--- src/rtl/mrb_pkg.sv ---
// Package: shared state encoding for the multiplexed-bus read initiator.
// Assumes: one burst at a time; four phases cover the whole read.
package mrb_pkg;
    typedef enum logic [1:0] {
        ST_IDLE = 2'd0,
        ST_ADDR = 2'd1,
        ST_TURN = 2'd2,
        ST_DATA = 2'd3
    } mrb_state_e;
endpackage

--- src/rtl/mrb_beat_counter.sv ---
// Module: counts the words still owed in the burst and flags the final one.
// Assumes: load and dec are never high together; a zero count loads as one.
module mrb_beat_counter #(
    parameter int CNT_W = 8
) (
    input  logic             clk,
    input  logic             rst_n,
    input  logic             load,
    input  logic [CNT_W-1:0] load_val,
    input  logic             dec,
    output logic             last
);
    logic [CNT_W-1:0] remain;

    // Purpose: hold the remaining word count.
    always_ff @(posedge clk) begin
        if (!rst_n) begin
            remain <= '0;
        end else if (load) begin
            remain <= (load_val == '0) ? CNT_W'(1) : load_val;
        end else if (dec && remain != '0) begin
            remain <= remain - CNT_W'(1);
        end
    end

    // Purpose: one word left means the current data phase is the final one.
    always_comb last = (remain == CNT_W'(1));
endmodule

--- src/rtl/mrb_claim_timer.sv ---
// Module: watches for the target claim after the address phase and
// reports expiry when no claim arrived within CLAIM_WAIT cycles.
// Assumes: clear is high in the address phase; watch covers turnaround and data.
module mrb_claim_timer #(
    parameter int CLAIM_WAIT = 4
) (
    input  logic clk,
    input  logic rst_n,
    input  logic clear,
    input  logic watch,
    input  logic claim_now,
    output logic claimed,
    output logic expired
);
    localparam int TW = $clog2(CLAIM_WAIT + 1);
    logic [TW-1:0] waited;

    // Purpose: count unclaimed cycles and remember a claim once seen.
    always_ff @(posedge clk) begin
        if (!rst_n || clear) begin
            waited  <= '0;
            claimed <= 1'b0;
        end else if (watch) begin
            if (claim_now) claimed <= 1'b1;
            if (!claimed && waited != TW'(CLAIM_WAIT)) waited <= waited + TW'(1);
        end
    end

    // Purpose: last allowed cycle passed without any claim.
    always_comb expired = watch && !claimed && !claim_now
                          && (waited == TW'(CLAIM_WAIT - 1));
endmodule

--- src/rtl/mrb_seq.sv ---
// Module: phase sequencer, idle -> address -> turnaround -> data -> idle.
// Assumes: xfer only occurs in the data phase; expired only while watching.
module mrb_seq
    import mrb_pkg::*;
(
    input  logic       clk,
    input  logic       rst_n,
    input  logic       cmd_valid,
    input  logic       xfer,
    input  logic       last,
    input  logic       expired,
    output mrb_state_e state
);
    mrb_state_e nxt;

    // Purpose: choose the next phase.
    always_comb begin
        nxt = state;
        unique case (state)
            ST_IDLE: if (cmd_valid) nxt = ST_ADDR;
            ST_ADDR: nxt = ST_TURN;
            ST_TURN: nxt = expired ? ST_IDLE : ST_DATA;
            ST_DATA: if (expired || (xfer && last)) nxt = ST_IDLE;
            default: nxt = ST_IDLE;
        endcase
    end

    // Purpose: phase register.
    always_ff @(posedge clk) begin
        if (!rst_n) state <= ST_IDLE;
        else        state <= nxt;
    end
endmodule

--- src/rtl/mbus_read_master.sv ---
// Module: read-burst initiator for a bus with shared address/data pins.
// Drives the address phase, a turnaround, then data phases with the
// ready handshake; ends the burst by releasing the start strobe on the
// final phase. Consumer readiness drives the initiator ready strobe.
// Assumes: the bus is idle whenever cmd_ready is high (arbitration is
// outside); the consumer holds rsp_ready until a word arrives once raised.
module mbus_read_master
    import mrb_pkg::*;
#(
    parameter int DATA_W     = 32,
    parameter int CMD_W      = 4,
    parameter int CNT_W      = 8,
    parameter int CLAIM_WAIT = 4
) (
    input  logic              clk,
    input  logic              rst_n,
    input  logic              cmd_valid,
    output logic              cmd_ready,
    input  logic [DATA_W-1:0] cmd_addr,
    input  logic [CMD_W-1:0]  cmd_code,
    input  logic [CNT_W-1:0]  cmd_count,
    input  logic              rsp_ready,
    output logic              rsp_valid,
    output logic [DATA_W-1:0] rsp_data,
    output logic              rsp_last,
    output logic              rsp_err,
    output logic [DATA_W-1:0] bus_ad_o,
    output logic              bus_ad_oe,
    input  logic [DATA_W-1:0] bus_ad_i,
    output logic [CMD_W-1:0]  bus_cmd_o,
    output logic              bus_start_n,
    output logic              init_rdy_n,
    input  logic              tgt_claim_n,
    input  logic              tgt_rdy_n
);
    mrb_state_e        state;
    logic              take_cmd;
    logic              in_addr, in_turn, in_data;
    logic              claim_now, claimed, expired;
    logic              last, xfer;
    logic [DATA_W-1:0] addr_q;
    logic [CMD_W-1:0]  code_q;

    // Purpose: decode the current phase.
    always_comb begin
        in_addr  = (state == ST_ADDR);
        in_turn  = (state == ST_TURN);
        in_data  = (state == ST_DATA);
        cmd_ready = (state == ST_IDLE);
        take_cmd = cmd_ready && cmd_valid;
        claim_now = !tgt_claim_n;
        xfer     = in_data && rsp_ready && !tgt_rdy_n && claim_now;
    end

    // Purpose: capture address and command when a burst is accepted.
    always_ff @(posedge clk) begin
        if (!rst_n) begin
            addr_q <= '0;
            code_q <= '0;
        end else if (take_cmd) begin
            addr_q <= cmd_addr;
            code_q <= cmd_code;
        end
    end

    mrb_seq u_seq (
        .clk       (clk),
        .rst_n     (rst_n),
        .cmd_valid (cmd_valid),
        .xfer      (xfer),
        .last      (last),
        .expired   (expired),
        .state     (state)
    );

    mrb_beat_counter #(.CNT_W(CNT_W)) u_beats (
        .clk      (clk),
        .rst_n    (rst_n),
        .load     (take_cmd),
        .load_val (cmd_count),
        .dec      (xfer),
        .last     (last)
    );

    mrb_claim_timer #(.CLAIM_WAIT(CLAIM_WAIT)) u_claim (
        .clk       (clk),
        .rst_n     (rst_n),
        .clear     (in_addr),
        .watch     (in_turn || in_data),
        .claim_now (claim_now),
        .claimed   (claimed),
        .expired   (expired)
    );

    // Purpose: drive the bus-side pins from the phase.
    always_comb begin
        bus_ad_oe   = in_addr;
        bus_ad_o    = in_addr ? addr_q : '0;
        bus_cmd_o   = in_addr ? code_q : '0;
        init_rdy_n  = !(in_data && rsp_ready);
        bus_start_n = !(in_addr || in_turn || (in_data && !(last && rsp_ready)));
    end

    // Purpose: present delivered words and the no-claim pulse locally.
    always_comb begin
        rsp_valid = xfer;
        rsp_data  = bus_ad_i;
        rsp_last  = xfer && last;
        rsp_err   = expired;
    end
endmodule

--- config.mk ---
export PLATFORM = sky130hd
export DESIGN_NAME = mbus_read_master
export DESIGN_NICKNAME = d
export VERILOG_FILES = /design/src/rtl/mrb_pkg.sv /design/src/rtl/mrb_beat_counter.sv /design/src/rtl/mrb_claim_timer.sv /design/src/rtl/mrb_seq.sv /design/src/rtl/mbus_read_master.sv
export SDC_FILE = /design/constraint.sdc
export NUM_CORES = 1
export LEC_CHECK = 0
export CORE_ASPECT_RATIO = 0.75
export CORE_MARGIN = 2
export CORE_UTILIZATION = 39
export CTS_BUF_LIST = sky130_fd_sc_hd__clkbuf_4 sky130_fd_sc_hd__clkbuf_8
export CTS_CLUSTER_DIAMETER = 200
export DETAILED_ROUTE_END_ITERATION = 7
export PLACE_DENSITY = 0.82
export SLEW_MARGIN = 0
export SYNTH_ARGS = -nofsm -noshare
export SYNTH_HDL_FRONTEND = slang
export SYNTH_SLANG_ARGS = --single-unit
--- constraint.sdc ---
create_clock -name clk -period 2.4 [get_ports clk]
set_input_delay 0.36 -clock clk [delete_from_list [all_inputs] [get_ports clk]]
set_output_delay 0.36 -clock clk [all_outputs]
set_load 0.03 [all_outputs]
==> results by stage, run 1 <==
Floorplan:
- In this run the count of I/O pins placed on the die edge is 157.
- The total die area is 7670 sq um.
- Measured along the y axis, the die boundary spans 76.4 um.
- The chip width is 100 um.
- Row generation in the floorplan step produced 26 rows.
- The area inside the core boundary is 6800 sq um.
- The initial utilization of the core area, before any placement, comes to 0.400.

Worst setup path:
- The required time of the critical path is 2.04 ns.
- The worst setup path is of the reg -> out kind.
- The endpoint identified for the worst register-to-register timing path is u_seq.state[1].
- The worst setup path is launched from a flip-flop.
- The worst endpoint data arrival time is 1.87 ns.
- The worst register-to-register path begins at u_seq.state[0].
- The top fanout value on the critical path is 7.
- The worst setup path is captured at an output pin.
- Across all register-to-register paths, the minimum setup slack is 0.46 ns.
- For the worst flop-to-flop path, the logic depth is 6.

Power:
- The leakage power total is 1.47 nW.
- Total power for the finished layout comes to 3.10 mW.
- The worst-case IR drop observed on VDD is 0.430 mV.
- The power density over the cells is 879 nW/um^2.

CTS:
- The number of clock buffers added by TritonCTS is 5.
- The post-CTS repair timing setup buffer count is 0.
- The clock transition at the register clock pins on the worst setup and hold paths after CTS is 0.09 ns.
- The insertion delay to the later sink of the worst-skew pair is 0.30 ns.
- The number of buffers added to fix hold violations after cts is 0.
- The tree built by TritonCTS fans out to 50 sinks.
- The TritonCTS clock tree is yes.
- The tree is rooted in a clkbuf_8.
- The maximum clock insertion buffer count is 2.
- The H-tree generated during clock tree synthesis spans 2 levels.

Route:
- Dividing the detail-routed wire length by the instance count gives 13.9 um.
- The count of nets left with antenna violations once routing finished came out at 0.
- The iteration-0 DRC count of the detailed router is 82.
- The detailed router placed 2366 vias in this run.
- The number of vias per cell after detailed routing is 4.92.
- The number of iterations in the first detailed-routing pass is 4.
- The routed design has 6.66 mm of wire.
- The detailed-route DRC error count is 0.

Synth:
- After synthesis, the mean cell area works out to 8.03 sq um.
- Summed over all instances, the cell type with the most area after synthesis is dfxtp_1.
- Counting distinct cell types in the post-synthesis netlist gives 42.
- The number of warnings printed during yosys synthesis is 0.
- The synthesized instance count is 339.
- Ranked by instance count, the synthesized netlist is headed by nand2_1, dfxtp_1, and2_1, buf_4, a21boi_0.
- When the netlist entered floorplanning its net count stood at 431.
- nand2_1 is the most common cell in the netlist.
- The sequential fraction of the synthesis area is 0.368.
- The number of enable-type register cells in the synthesized netlist is 0.
- The fraction of registers with async set or reset after synthesis is 0.
- After synthesis the netlist holds a flip-flop and latch count of 50.
- By area the synthesized netlist is led by dfxtp_1, nand2_1, buf_4.
- For this run, the leading register cell type out of synthesis is dfxtp_1.
- The portion of synthesized cell area occupied by the leading cell type is 0.368.
- The post-synthesis instance area is 2720 sq um.

Global route:
- The via count of the first global-routing pass is 2392.
- The maximum number of pins on one net before global-route repair is 22.
- The number of antenna violations at the first check in global routing came to 0.
- Across every metal layer, demand over resource in global routing totals 0.177.
- Global routing finished with a remaining overflow of 0.
- The first global-routing pass estimated 11.0 mm of wire.

Hold path:
- The count of cells along the worst hold path is 2.
- The startpoint identified for the worst hold timing path is addr_q[16].
- The type of the worst min-delay path is reg -> reg.
- For hold timing, the worst endpoint is addr_q[16].

STA:
- At the pin with the least slew margin, the transition time is 0.451 ns.
- The final hold violation count was 0.
- Setup violations remaining at the end of the flow were counted as 0.
- Setup repair after global routing left no endpoint under its margin.
- The max-slew headroom at the worst pin is 0.699.
- After layout, the minimum clock period comes to 2.23 ns.
- In the final timing run, aggregate negative setup slack is 0 ns.
- Of the available clock period, the critical path in the final layout requires 0.930.
- Based on the critical path, the design can be clocked at up to 0.448 GHz.
- The final-report max-slew violation count is 0.
- Across the routed clock network, the largest skew measured is 0.00574 ns.

Finish:
- The area growth from synthesis to final layout is 29.5%.
- The finished cells cover 3530 sq um.
- The repair_antennas step left the layout with diodes totalling 0.
- The total number of nets in the final design is 489.
- The share of post-route cells with drive strength above 1 is 0.166.
- At the end of the flow the core is filled with cells to 0.519.

Place:
- The total of buffers placed on input and output ports is 92.
- The instance area after placement is 3410 sq um.
- The placer congestion estimate is 0.881.
- The half-perimeter wire length of the detailed placement result is 4.91 mm.

Status:
- The run finished with clean final reports.

Job:
- The tool flagged a number of max-cap violations equal to 0.
==> through the flow <==
step / hold WS, ns / std cells / worst slack, ns
after global routing: 0.471 / 481 / 0.0575
after global placement: 0.439 / 474 / 0.234
final: 0.459 / 481 / 0.168
after detailed placement: 0.445 / 474 / 0.219
after CTS: 0.458 / 481 / 0.0487
after floorplan: 0.432 / 339 / 0.623
==> registers in the layout, indices dropped and copies added (netlist names) <==
register	count
u_claim.waited	3
addr_q	32
u_beats.remain	8
u_claim.claimed	1
code_q	4
u_seq.state	2
==> kinds of logic (layout without fill, tap and decap cells) <==
group,after synthesis,after routing,synth area share
AOI/OAI and AO/OA,70,70,0.174
xor gates and xnor gates,6,6,0.0193
adders and majority gates,10,10,0.0460
buffers and inverters,60,118,0.130
DFF,50,50,0.368
muxes,2,2,0.00781
and+or+nand+nor,141,141,0.256
==> worst max-delay path, cell delays in order, from the launching register on <==
cell and delay, ns:
dfxtp_1 0.41, ha_2 0.27, and4bb_1 0.26, buf_4 0.17, nand4_1 0.17, inv_1 0.12
buf_4 0.16
==> cells in the final DEF (no fill, tap or decap), types with 2 or more instances in the layout <==
cell type / count
clkdlybuf4s50_1: 51
dfxtp_1: 50
or4_1: 2
dlymetal6s2s_1: 2
nor3_1: 2
nand2_1: 75
and2_1: 38
ha_1: 9
xor2_1: 4
o21ai_0: 10
a21boi_0: 24
buf_4: 47
nand4_1: 3
xnor2_1: 2
a31oi_1: 2
clkbuf_8: 6
o31ai_1: 2
o211ai_1: 2
nor2_1: 10
a21oi_1: 21
inv_1: 10
==> how the worst max path moves through the flow <==
stage / startpoint / end / slack, ns / depth (start not counted)
final: u_seq.state[0] / rsp_last / 0.17 / 6
after global routing: u_seq.state[0] / rsp_last / 0.06 / 6
after CTS: u_seq.state[0] / rsp_err / 0.05 / 5
after detailed placement: rsp_ready / bus_start_n / 0.22 / 4
after global placement: tgt_claim_n / rsp_valid / 0.23 / 3
after floorplan: u_seq.state[1] / bus_ad_o[10] / 0.62 / 4
==> power breakdown <==
group          total, mW  switching, mW  internal, mW
Sequential          1.13          0.128         0.997
Clock              0.609          0.276         0.334
Combinational       1.37          0.834         0.532
==> per-layer routing <==
layer,up-vias,global-route usage,part of all wire
met5,-,0,0
met1,1089,0.215,0.45
met2,73,0.299,0.48
met3,11,0.0596,0.065
met4,0,0.0493,0.011
li1,1193,-,-
==> cell type report <==
type                    count  area, sq um
repair buffers            101          897
clock inverters             1         30.0
multi-input cells         229         1370
inverters                  10         37.5
flip-flops and latches     50         1000
well taps                  84          105
clock buffers               6         82.6
fillers                   646         3270
==> what timing repair did <==
item | 4_1_cts | 5_1_grt
endpoints found under the hold margin | 0 | 0
cloned | 0 | 0
gates resized for setup | 1 | 3
endpoints found under the setup margin | 1 | 3
Power figures use the tool's default switching activity.
==> run 2, diff against run 1 <==
--- a/config.mk
+++ b/config.mk
@@ -10,9 +10,11 @@
 export CORE_UTILIZATION = 39
 export CTS_BUF_LIST = sky130_fd_sc_hd__clkbuf_4 sky130_fd_sc_hd__clkbuf_8
 export CTS_CLUSTER_DIAMETER = 200
+export CTS_CLUSTER_SIZE = 10
 export DETAILED_ROUTE_END_ITERATION = 7
+export HOLD_SLACK_MARGIN = 0.05
 export PLACE_DENSITY = 0.82
-export SLEW_MARGIN = 0
+export SLEW_MARGIN = 20
 export SYNTH_ARGS = -nofsm -noshare
 export SYNTH_HDL_FRONTEND = slang
 export SYNTH_SLANG_ARGS = --single-unit
==> results of run 2 <==
The final DEF is identical to that of run 1; final timing and power are the same.
==> run 3, diff against run 2 <==
--- a/config.mk
+++ b/config.mk
@@ -7,13 +7,13 @@
 export LEC_CHECK = 0
 export CORE_ASPECT_RATIO = 0.75
 export CORE_MARGIN = 2
-export CORE_UTILIZATION = 39
+export CORE_UTILIZATION = 42
 export CTS_BUF_LIST = sky130_fd_sc_hd__clkbuf_4 sky130_fd_sc_hd__clkbuf_8
 export CTS_CLUSTER_DIAMETER = 200
 export CTS_CLUSTER_SIZE = 10
 export DETAILED_ROUTE_END_ITERATION = 7
 export HOLD_SLACK_MARGIN = 0.05
-export PLACE_DENSITY = 0.82
+export PLACE_DENSITY = 0.88
 export SLEW_MARGIN = 20
 export SYNTH_ARGS = -nofsm -noshare
 export SYNTH_HDL_FRONTEND = slang
==> constraint.sdc (replaced) <==
create_clock -name clk -period 2.8 [get_ports clk]
set_input_delay 0.42 -clock clk [delete_from_list [all_inputs] [get_ports clk]]
set_output_delay 0.42 -clock clk [all_outputs]
set_load 0.03 [all_outputs]
==> results by stage, run 3 (synthesis results as in run 1) <==
STA:
- The worst-margin pin slew is 0.645 ns.
- Summed over all failing endpoints, the final setup total negative slack is 0 ns.
- The final-report max-slew violation count was 0.
- The count of final setup violators is 0.
- Setup repair after global routing left no endpoint under its margin.
- The max-slew headroom at the worst pin is 0.568.
- Final hold analysis gives a worst-case slack of 0.454 ns.
- The largest clock skew in the final design is 0.00948 ns.
- The final hold violation count is 0.
- The final critical-path share of the clock period is 0.945.
- For this run, the top clock speed supported by timing is 0.378 GHz.
- The post-route minimum period is 2.65 ns.

Floorplan:
- The die is 73.7 um tall.
- The initial core utilization is 0.433.
- The total die area is 7150 sq um.
- After floorplanning, the core was sized to cover 6290 sq um.
- The chip width is 97.0 um.
- The count of standard-cell rows is 25.
- The I/O pin count is 157.

Route:
- In the routed layout, each cell is associated on average with a via count of 5.01.
- The iteration-0 DRC count of the detailed router is 80.
- In the final routed layout, each cell accounts on average for 14.1 um.
- In the routed design, unresolved DRC markers number 0.
- The number of nets still failing antenna checks after routing is 0.
- The number of iterations in the first detailed-routing pass is 4.
- The total wire length after detailed routing is 6.71 mm.
- The routed layout has 2392 vias.

Worst setup path:
- The slack of the worst reg-to-reg path is 0.89 ns.
- The type of the worst setup path is reg -> out.
- The critical path launch point type is a flip-flop.
- For the worst setup path, the data arrival time is 2.23 ns.
- Of all nets on the critical path, the largest fanout is 7.
- The required time of the critical path is 2.38 ns.
- The critical path capture point type is an output pin.
- Measured in cells, the most critical reg-to-reg path has a length of 6.

Global route:
- The maximum number of pins on one net before global-route repair is 39.
- The number of antenna violations at the first check in global routing is 0.
- The total routing resource utilization after global routing is 0.186.
- The first-pass GRT wire length is 10.9 mm.
- The total congestion overflow after global routing is 0.
- The via count of the first global-routing pass is 2406.

Finish:
- The combined area of the multi-input logic cells is 1370 sq um.
- Leaving out fill and tap cells, the most frequent cells in the layout are clkdlybuf4s50_1, nand2_1, dfxtp_1.
- The net count of the finished layout is 487.
- The flip-flop count of the largest register, all copies and words added is 32.
- The register with the most flip-flops in the final layout is addr_q.
- The area growth from synthesis to final layout is 32.2%.
- The count of filler cells inserted in the layout is 555.
- Leaving out fill and tap cells, the most frequent cell in the layout is clkdlybuf4s50_1.
- The area occupied by registers is 1000 sq um.
- In the final layout, the share of cells above drive strength 1 is 0.0657.
- The largest registers in the layout are addr_q (32), u_beats.remain (8), code_q (4).
- The number of inserted diodes is 0.

Job:
- The number of maximum-capacitance constraint violations is 0.

CTS:
- The TritonCTS clock tree is yes.
- The number of buffers added to fix hold violations after cts is 0.
- Gates resized during post-CTS repair numbered 0.
- The clock transition at the register clock pins on the worst setup and hold paths after CTS is 0.10 ns.
- The clock tree root buffer cell is clkbuf_8.
- Clock latency on the worst-skew pair, taken at its later pin, is 0.30 ns.
- No sink is reached through more buffers than the 2 on the longest clock path.
- Counting the buffers created by CTS gives 5.
- The total number of H-tree levels is 2.
- The post-CTS repair timing setup buffer count is 0.
- The number of sinks on the clock net is 50.

Place:
- The total of buffers placed on input and output ports is 92.
- The half-perimeter wire length of the detailed placement result is 4.91 mm.
- The congestion estimate from routability-driven global placement came to 0.818.

Hold path:
- The count of cells along the worst hold path is 2.
- The type of the worst min-delay path is reg -> reg.

Power:
- The total chip power is 2.65 mW.
- The maximum resistive drop on vdd is 0.266 mV.
- The leakage power total is 1.35 nW.
- Dividing total power by cell area gives a power density of 738 nW/um^2.

Status:
- The run finished with clean final reports.
==> run 3: cell types whose count changed in the layout (fill, tap and decap cells not counted), sizes merged <==
cell           delta
clkinvlp          +1
dlymetal6s2s      -2
buf              -40
dlygate4sd2       -1
clkdlybuf4s50    +41
==> run 3: where the power goes <==
part	internal (mW)	switching (mW)	total (mW)	leakage [nW]
logic	0.469	0.707	1.18	0.880
clock network	0.277	0.240	0.516	0.0548
registers	0.855	0.107	0.962	0.410
==> run 3: final cells by class <==
type	instances	share of cell area
flip-flops and latches	50	0.278
multi-input cells	229	0.381
clock inverters	2	0.0104
repair buffers	99	0.271
clock buffers	6	0.0212
inverters	10	0.0104
well taps	81	0.0282
==> run 3: path summary, 6_finish.rpt <==
path	from	endpoint
setup / recovery	u_seq.state[1]	rsp_last
setup reg to reg	u_seq.state[1]	addr_q[31]
hold reg to reg	code_q[2]	code_q[2]
hold / removal	code_q[2]	code_q[2]
==> run 3: per-stage QoR <==
stage | util | cell area (sq um) | std cells | worst slack [ns]
floorplan | - | 2720 | 339 | 0.963
global placement | 0.554 | 3480 | 469 | 0.318
detailed placement | 0.554 | 3480 | 469 | 0.288
CTS | 0.572 | 3600 | 477 | 0.162
global route | 0.572 | 3600 | 477 | 0.0490
finish | 0.572 | 3600 | 477 | 0.154
==> run 3: critical path: stages (launching register included) <==
cell             delay, ns
dfxtp_1               0.40
ha_1                  0.30
and4bb_1              0.24
nand4_1               0.17
inv_1                 0.13
clkdlybuf4s50_1       0.69
==> run 3: metal layers <==
layer	vias to the layer above	wire, um	global-route usage
met2	75	3290	0.334
li1	1187	-	-
met1	1122	3010	0.213
met3	8	368	0.0571
met4	0	38	0.0626
met5	-	0	0
